### config.mk
export PLATFORM = sky130hd
export DESIGN_NAME = dmch_top
export DESIGN_NICKNAME = d
export VERILOG_FILES = /design/src/rtl/dmch_pkg.sv /design/src/rtl/dmch_copy.sv /design/src/rtl/dmch_evcnt.sv /design/src/rtl/dmch_ctrl.sv /design/src/rtl/dmch_top.sv
export SDC_FILE = /design/constraint.sdc
export NUM_CORES = 1
export LEC_CHECK = 0
export BUFFER_PORTS_ARGS = -buffer_cell sky130_fd_sc_hd__buf_2
export CAP_MARGIN = 10
export CORE_ASPECT_RATIO = 1.2
export CORE_MARGIN = 4
export CORE_UTILIZATION = 35
export CTS_CLUSTER_DIAMETER = 80
export DETAILED_ROUTE_END_ITERATION = 12
export MAX_ROUTING_LAYER = met4
export REMOVE_ABC_BUFFERS = 1
export SYNTH_ARGS = -nofsm -noshare
export SYNTH_HDL_FRONTEND = slang
export SYNTH_SLANG_ARGS = --single-unit
### constraint.sdc
create_clock -name clk -period 17.8 [get_ports clk]
set_input_delay 4.45 -clock clk [delete_from_list [all_inputs] [get_ports clk]]
set_output_delay 4.45 -clock clk [all_outputs]
set_load 0.005 [all_outputs]
### src/rtl/dmch_pkg.sv
package dmch_pkg;

  typedef enum logic [1:0] {
    ST_RUN    = 2'd0,
    ST_CHECK  = 2'd1,
    ST_REPAIR = 2'd2,
    ST_SETTLE = 2'd3
  } dmch_state_e;

  // Placeholder datapath: product XOR sum, truncated to DW bits
  function automatic logic [63:0] dp_calc(input logic [63:0] a, input logic [63:0] b);
    return (a * b) ^ (a + b);
  endfunction

  // Saturating increment of a W-bit value held in a 32-bit container
  function automatic logic [31:0] sat_inc(input logic [31:0] v, input logic [31:0] vmax);
    return (v >= vmax) ? vmax : v + 32'd1;
  endfunction

endpackage

### src/rtl/dmch_copy.sv
module dmch_copy #(
  parameter int DW = 16
) (
  input  logic          clk,
  input  logic          rst_n,
  input  logic [DW-1:0] op_a,
  input  logic [DW-1:0] op_b,
  input  logic [DW-1:0] upset,
  output logic [DW-1:0] result
);
  import dmch_pkg::*;

  logic [DW-1:0] res_q;
  logic [63:0]   calc;

  always_comb calc = dp_calc(64'(op_a), 64'(op_b));

  always_ff @(posedge clk) begin
    if (!rst_n) res_q <= '0;
    else        res_q <= calc[DW-1:0];
  end

  assign result = res_q ^ upset;
endmodule

### src/rtl/dmch_evcnt.sv
module dmch_evcnt #(
  parameter int CW = 8
) (
  input  logic          clk,
  input  logic          rst_n,
  input  logic          bump,
  output logic [CW-1:0] count
);
  import dmch_pkg::*;

  localparam logic [31:0] CMAX = 32'((64'd1 << CW) - 64'd1);

  logic [31:0] nxt;

  always_comb nxt = sat_inc(32'(count), CMAX);

  always_ff @(posedge clk) begin
    if (!rst_n)    count <= '0;
    else if (bump) count <= nxt[CW-1:0];
  end
endmodule

### src/rtl/dmch_ctrl.sv
module dmch_ctrl (
  input  logic                  clk,
  input  logic                  rst_n,
  input  logic                  mismatch,
  input  logic                  repair_done,
  output dmch_pkg::dmch_state_e state,
  output logic                  hold,
  output logic                  repair_req,
  output logic                  ev_transient,
  output logic                  ev_repair
);
  import dmch_pkg::*;

  dmch_state_e nxt;

  always_comb begin
    nxt          = state;
    ev_transient = 1'b0;
    ev_repair    = 1'b0;
    unique case (state)
      ST_RUN:    if (mismatch) nxt = ST_CHECK;
      ST_CHECK: begin
        if (mismatch) begin
          nxt       = ST_REPAIR;
          ev_repair = 1'b1;
        end else begin
          nxt          = ST_RUN;
          ev_transient = 1'b1;
        end
      end
      ST_REPAIR: if (repair_done) nxt = ST_SETTLE;
      ST_SETTLE: nxt = ST_RUN;
      default:   nxt = ST_RUN;
    endcase
  end

  always_ff @(posedge clk) begin
    if (!rst_n) state <= ST_RUN;
    else        state <= nxt;
  end

  assign hold       = (state != ST_RUN) | mismatch;
  assign repair_req = (state == ST_REPAIR);
endmodule

### src/rtl/dmch_top.sv
module dmch_top #(
  parameter int DW = 16,
  parameter int CW = 8
) (
  input  logic          clk,
  input  logic          rst_n,
  input  logic          in_valid,
  input  logic [DW-1:0] op_a,
  input  logic [DW-1:0] op_b,
  input  logic [DW-1:0] upset_a,
  input  logic [DW-1:0] upset_b,
  input  logic          repair_done,
  output logic [DW-1:0] res_data,
  output logic          res_valid,
  output logic          hold,
  output logic          repair_req,
  output logic [CW-1:0] transient_cnt,
  output logic [CW-1:0] repair_cnt
);
  import dmch_pkg::*;

  localparam int NCOPY = 2;

  logic [DW-1:0] upset_v  [NCOPY];
  logic [DW-1:0] copy_res [NCOPY];
  logic          valid_q;

  // Named internal events for the checker
  logic          ev_mismatch;
  logic          ev_transient;
  logic          ev_repair;
  logic          in_run;
  dmch_state_e   state;

  assign upset_v[0] = upset_a;
  assign upset_v[1] = upset_b;

  for (genvar g = 0; g < NCOPY; g++) begin : g_copy
    dmch_copy #(.DW(DW)) u_copy (
      .clk    (clk),
      .rst_n  (rst_n),
      .op_a   (op_a),
      .op_b   (op_b),
      .upset  (upset_v[g]),
      .result (copy_res[g])
    );
  end

  assign ev_mismatch = (copy_res[0] != copy_res[1]);

  always_ff @(posedge clk) begin
    if (!rst_n) valid_q <= 1'b0;
    else        valid_q <= in_valid;
  end

  dmch_ctrl u_ctrl (
    .clk          (clk),
    .rst_n        (rst_n),
    .mismatch     (ev_mismatch),
    .repair_done  (repair_done),
    .state        (state),
    .hold         (hold),
    .repair_req   (repair_req),
    .ev_transient (ev_transient),
    .ev_repair    (ev_repair)
  );

  assign in_run = (state == ST_RUN);

  dmch_evcnt #(.CW(CW)) u_cnt_tr (
    .clk (clk), .rst_n (rst_n), .bump (ev_transient), .count (transient_cnt)
  );

  dmch_evcnt #(.CW(CW)) u_cnt_rp (
    .clk (clk), .rst_n (rst_n), .bump (ev_repair), .count (repair_cnt)
  );

  assign res_data  = copy_res[0];
  assign res_valid = valid_q & ~hold;
endmodule

* After elaboration in Yosys (flattened, before gate mapping) *
Cells that the tools add are included.

storage, ports and cells
  register bits = 35
  input bits = 68
  output and inout bits = 35

operators by class
  $lt $le $gt $ge = 2
  eq/ne operators = 6
  bitwise logic cells = 6
  muxes and demuxes = 10
  multiply operators = 1
  $add $sub $neg = 3
  reduce and logical (&&, ||, !) cells = 3

operators by type and width
  cell                 count
  $xor 16x16->16       3
  $add 16x16->16       1
  $add 8x1->8 const B  2
  $ge 8x8->1 const B   2
  $mul 16x16->16       1
  $mux 8               2
  $ne 16x16->1         1
  $pmux 2 s4           1
  $mux 2               3
  $eq 2x2->1 const B   2
  $mux 1               4
  $eq 2x1->1 const B   1
  $logic_not 2->1      1
  $ne 2x1->1 const B   1
  $ne 2x2->1 const B   1
  $reduce_and 2->1     1
  $reduce_bool 2->1    1
  $and 1x1->1          1
  $not 1->1            1
  $or 1x1->1           1

* Logic depth before layout (Yosys ltp) *
  depth in word-level cells = 5
  mapped depth = 22

* Cells and area by module *
From an unflattened synthesis, not the netlist that was laid out.

unflattened totals
  cell total of the unflattened synthesis = 1336
  area, all modules = 11728.7 um^2

modules (own cells, without submodules)
  module                        cells each  times used  area each (um^2)  seq. area each (um^2)
  dmch_copy (g_copy[0].u_copy)  609         1           5333.9            320.3
  dmch_copy (g_copy[1].u_copy)  616         1           5326.4            320.3
  dmch_evcnt                    39          2           385.4             160.2
  dmch_top                      24          1           203.9             20.0
  dmch_ctrl                     9           1           93.8              40.0

* Worst setup path after synthesis *
OpenSTA, ideal clock, no wires.

  kind = input -> output
  start = input port upset_b[11]
  end = output port res_valid
  data arrival time = 5.485 ns
  stages = 5
  required time = 13.350 ns
  setup slack = 7.865 ns
  cell sequence = xor2_1 -> nor4_1 -> nand4_1 -> or3_1 -> nor2_1

on the way
  word-level cells in the longest chain between the ends = 5

ends and longest elaborated chain
  item            RTL line         source
  from (decl)     dmch_top.sv:11   input logic [DW-1:0] upset_b,
  $xor 16x16->16  dmch_copy.sv:23  assign result = res_q ^ upset;
  $ne 16x16->1    dmch_top.sv:49   assign ev_mismatch = (copy_res[0] != copy_res[1]);
  $or 1x1->1      dmch_ctrl.sv:42  assign hold = (state != ST_RUN) | mismatch;
  net hold        dmch_top.sv:15   output logic hold,
  $not 1->1       dmch_top.sv:79   assign res_valid = valid_q & ~hold;
  $and 1x1->1     dmch_top.sv:79
  to (decl)       dmch_top.sv:14   output logic res_valid,

The timed path passes the listed nets, and every way through them passes these cells.

* Final worst setup path *
  start = input port upset_b[4]
  end = output port res_valid

on the way
  word-level cells in the longest chain between the ends = 5

ends and longest elaborated chain
  item            RTL line
  $xor 16x16->16  dmch_copy.sv:23
  $ne 16x16->1    dmch_top.sv:49
  $or 1x1->1      dmch_ctrl.sv:42
  $not 1->1       dmch_top.sv:79
  $and 1x1->1     dmch_top.sv:79

No other way between the ends.

==> results_dict.tcl <==
set metrics [dict create \
    ys_seq_elements 35 \
    h-tree-depth 2 \
    synth-main-ff-cell "dfxtp_1" \
    numPortBuffers 102 \
    antennaDiodeCount 0 \
    drive_gt1_share_pct 13.92 \
    cts_buffers 5 \
    clkTransAtPathRegs_ps 60 \
    route.antenna.remaining_nets 0 \
    drc 0 \
    fin_skew_ps 7.908 \
    root_buffer "clkbuf_16" \
    initial_core_util_pct 35.70 \
    multiInputGateArea_mm2 0.005010 \
    netlist_area_mm2 0.006250 \
    final_common_cell "inv_1" \
    die_area_mm2 0.02007 \
    grt_antenna_before_repair 0 \
    slew_headroom_pct 26.41 \
    p_clk_share_pct 8.9 \
    vias 5150 \
    drv_cap 0 \
    start_kind "primary input" \
    hpwlAfterDp_um 13200 \
    grt_use_total_pct 17.55 \
    seqPwrFrac_pct 9.5 \
    finalNetCount 1040 \
    avgSynthCellArea_um2 8.515 \
    fin_tns_setup_ps 0 \
    cts_setup_buffers 0 \
    rsz0062_at_grt "no" \
    synth_warnings 0 \
    postSynthCellCount 734 \
    power.leakage_uw 0.003552 \
    internal_power_uw 602.3 \
    drv_slew 0 \
    p_per_area_mw_per_mm2 154.8 \
    viasPerCell 4.924 \
    finalHoldViolCount 0 \
    sw_frac_of_total_pct 45.44 \
    p_switching_uw 501.7 \
    met3_length_um 622 \
    globalRoute.totalOverflow 0 \
    first_iter_violations 142 \
    end_kind "output port" \
    grt_pass1_wl_um 27190 \
    top_layer "met4" \
    ys_types 46 \
    fmax_mhz 97.71 \
    insertion_delay_ps 280 \
    critical_path_class "primary input to output port" \
    wl_met2_um 8988 \
    wl_met1_um 6697 \
    min_path_type "flip-flop to flip-flop" \
    cts_sinks 35 \
    grt_pass1_vias 5371 \
    grt_max_degree 34 \
    io_pins 103 \
    comb_power_share_pct 81.6 \
    cts.path.max_buffers 2 \
    synth_edf_count 0 \
    ctsResizeCount 0 \
    wl_per_cell_um 15.76 \
    finalCritPeriodShare_pct 57.50 \
    firstDrtPassIters 4 \
    cts_tree "built" \
    tightest_slew_ps 1101 \
    status "completed" \
    hold_buffers 0 \
    gp_congestion 0.8885 \
    final_cell_mix "inv_1 (123), buf_2 (102), nand2_1 (80), fa_1 (80), and2_1 (70)" \
    crit_required_ps 13350 \
    ir_drop_mv 0.1323 \
    wirelength_um 16480 \
    worstPathArrival_ps 5780 \
    regArea_um2 700.7 \
    coreArea_mm2 0.01751 \
    post-route-min-period_ps 10230 \
    setup_viol 0 \
    fillers 1794 \
    fp.dieH_um 154.4 \
    die_w_um 130.0 \
    core.rowCount 53 \
    cp_max_fo 4 \
    seq_area_frac_synth_pct 11.21 \
    timing.hold.ws_ps 503.4 \
    synthArstFlopShare_pct 0 \
    area_delta_synth_final_pct 14.09 \
]
-- per-layer routing --
layer  global-route usage (%)  up-vias
met5                        -        -
met2                    33.01      109
li1                         -     2481
met3                    1.451       19
met1                    20.62     2541
met4                    2.475        0
-- flip-flops by register name, indices dropped and copies added, names as in the netlist, named ones only --
name and flops:
u_cnt_rp.count 8, valid_q 1, g_copy.u_copy.res_q 16, u_cnt_tr.count 8, u_ctrl.state 1
-- area by class of cell --
| cell class | instances | area share (%) |
|---|---|---|
| multi-input cells | 557 | 70.26 |
| flip-flops and latches | 35 | 9.826 |
| clock inverters | 3 | 0.6141 |
| clock buffers | 5 | 1.755 |
| well taps | 220 | 3.860 |
| inverters | 124 | 6.527 |
| repair buffers | 102 | 7.159 |
-- power by group through the flow --
stage | sequential (uW) | combinational [uW] | clock [uW]
floorplan | 104 | 725 | 0
global placement | 107 | 898 | 0
detailed placement | 107 | 909 | 0
CTS | 105 | 916 | 100
global route | 106 | 1040 | 105
finish | 105 | 901 | 98.3
-- through the flow --
step | total power [uW] | std cells | instance area [um2] | worst slack, ps | utilization [%]
after global routing | 1248 | 1046 | 7131 | 7391 | 40.73
final | 1104 | 1046 | 7131 | 7566 | 40.73
after floorplan | 829.1 | 716 | 6176 | 7865 | -
after global placement | 1005 | 1038 | 6962 | 7578 | 39.77
after CTS | 1122 | 1046 | 7131 | 7562 | 40.73
after detailed placement | 1016 | 1038 | 6962 | 7570 | 39.77
-- Yosys cell counts, drive strengths merged, types with 2 or more instances --
cell type | n | area, um2
nor3 | 6 | 30.03
ha | 67 | 838.3
nor2b | 2 | 12.51
xnor2 | 58 | 523.0
and3 | 6 | 37.54
nand3 | 9 | 45.04
mux2i | 4 | 40.04
inv | 124 | 465.4
fa | 80 | 1602
a31oi | 2 | 12.51
nor2 | 44 | 165.2
buf | 6 | 28.77
dfxtp | 35 | 700.7
and2 | 70 | 437.9
o21a | 5 | 37.54
nand2 | 81 | 306.6
clkbuf | 12 | 45.04
nor4 | 4 | 25.02
a311oi | 9 | 78.83
a21o | 6 | 45.04
nand2b | 2 | 12.51
a211oi | 5 | 37.54
nand4 | 6 | 37.54
a21oi | 22 | 110.1
xor2 | 42 | 367.9
o21bai | 4 | 30.03
o21ai | 9 | 45.04
-- cells by family (layout without fill, tap and decap cells) --
family	count (synthesis)	after routing	share of synthesized area [%]
DFF	35	35	11.21
buffers and inverters	142	234	8.628
xor gates and xnor gates	101	101	14.61
and+or+nand+nor	235	235	18.38
AOI/OAI and AO/OA	70	70	7.488
muxes	4	4	0.6407
adders and majority gates	147	147	39.04
-- worst max-delay path, stage by stage --
cell     delay, ps
buf_2          100
xor2_1         190
nor4_1         260
nand4_1        200
or3_1          370
nor2_1          90
buf_2          110
-- final timing paths --
check | startpoint | endpoint | slack (ps) | depth (start not counted)
min reg2reg | u_ctrl.state[0] | u_ctrl.state[0] | 500 | 1
min | u_ctrl.state[0] | u_ctrl.state[0] | 500 | 1
max | upset_b[4] | res_valid | 7570 | 7
max reg2reg | u_ctrl.state[0] | u_cnt_tr.count[7] | 15870 | 4
No activity file was read; power rests on OpenSTA's default activity.
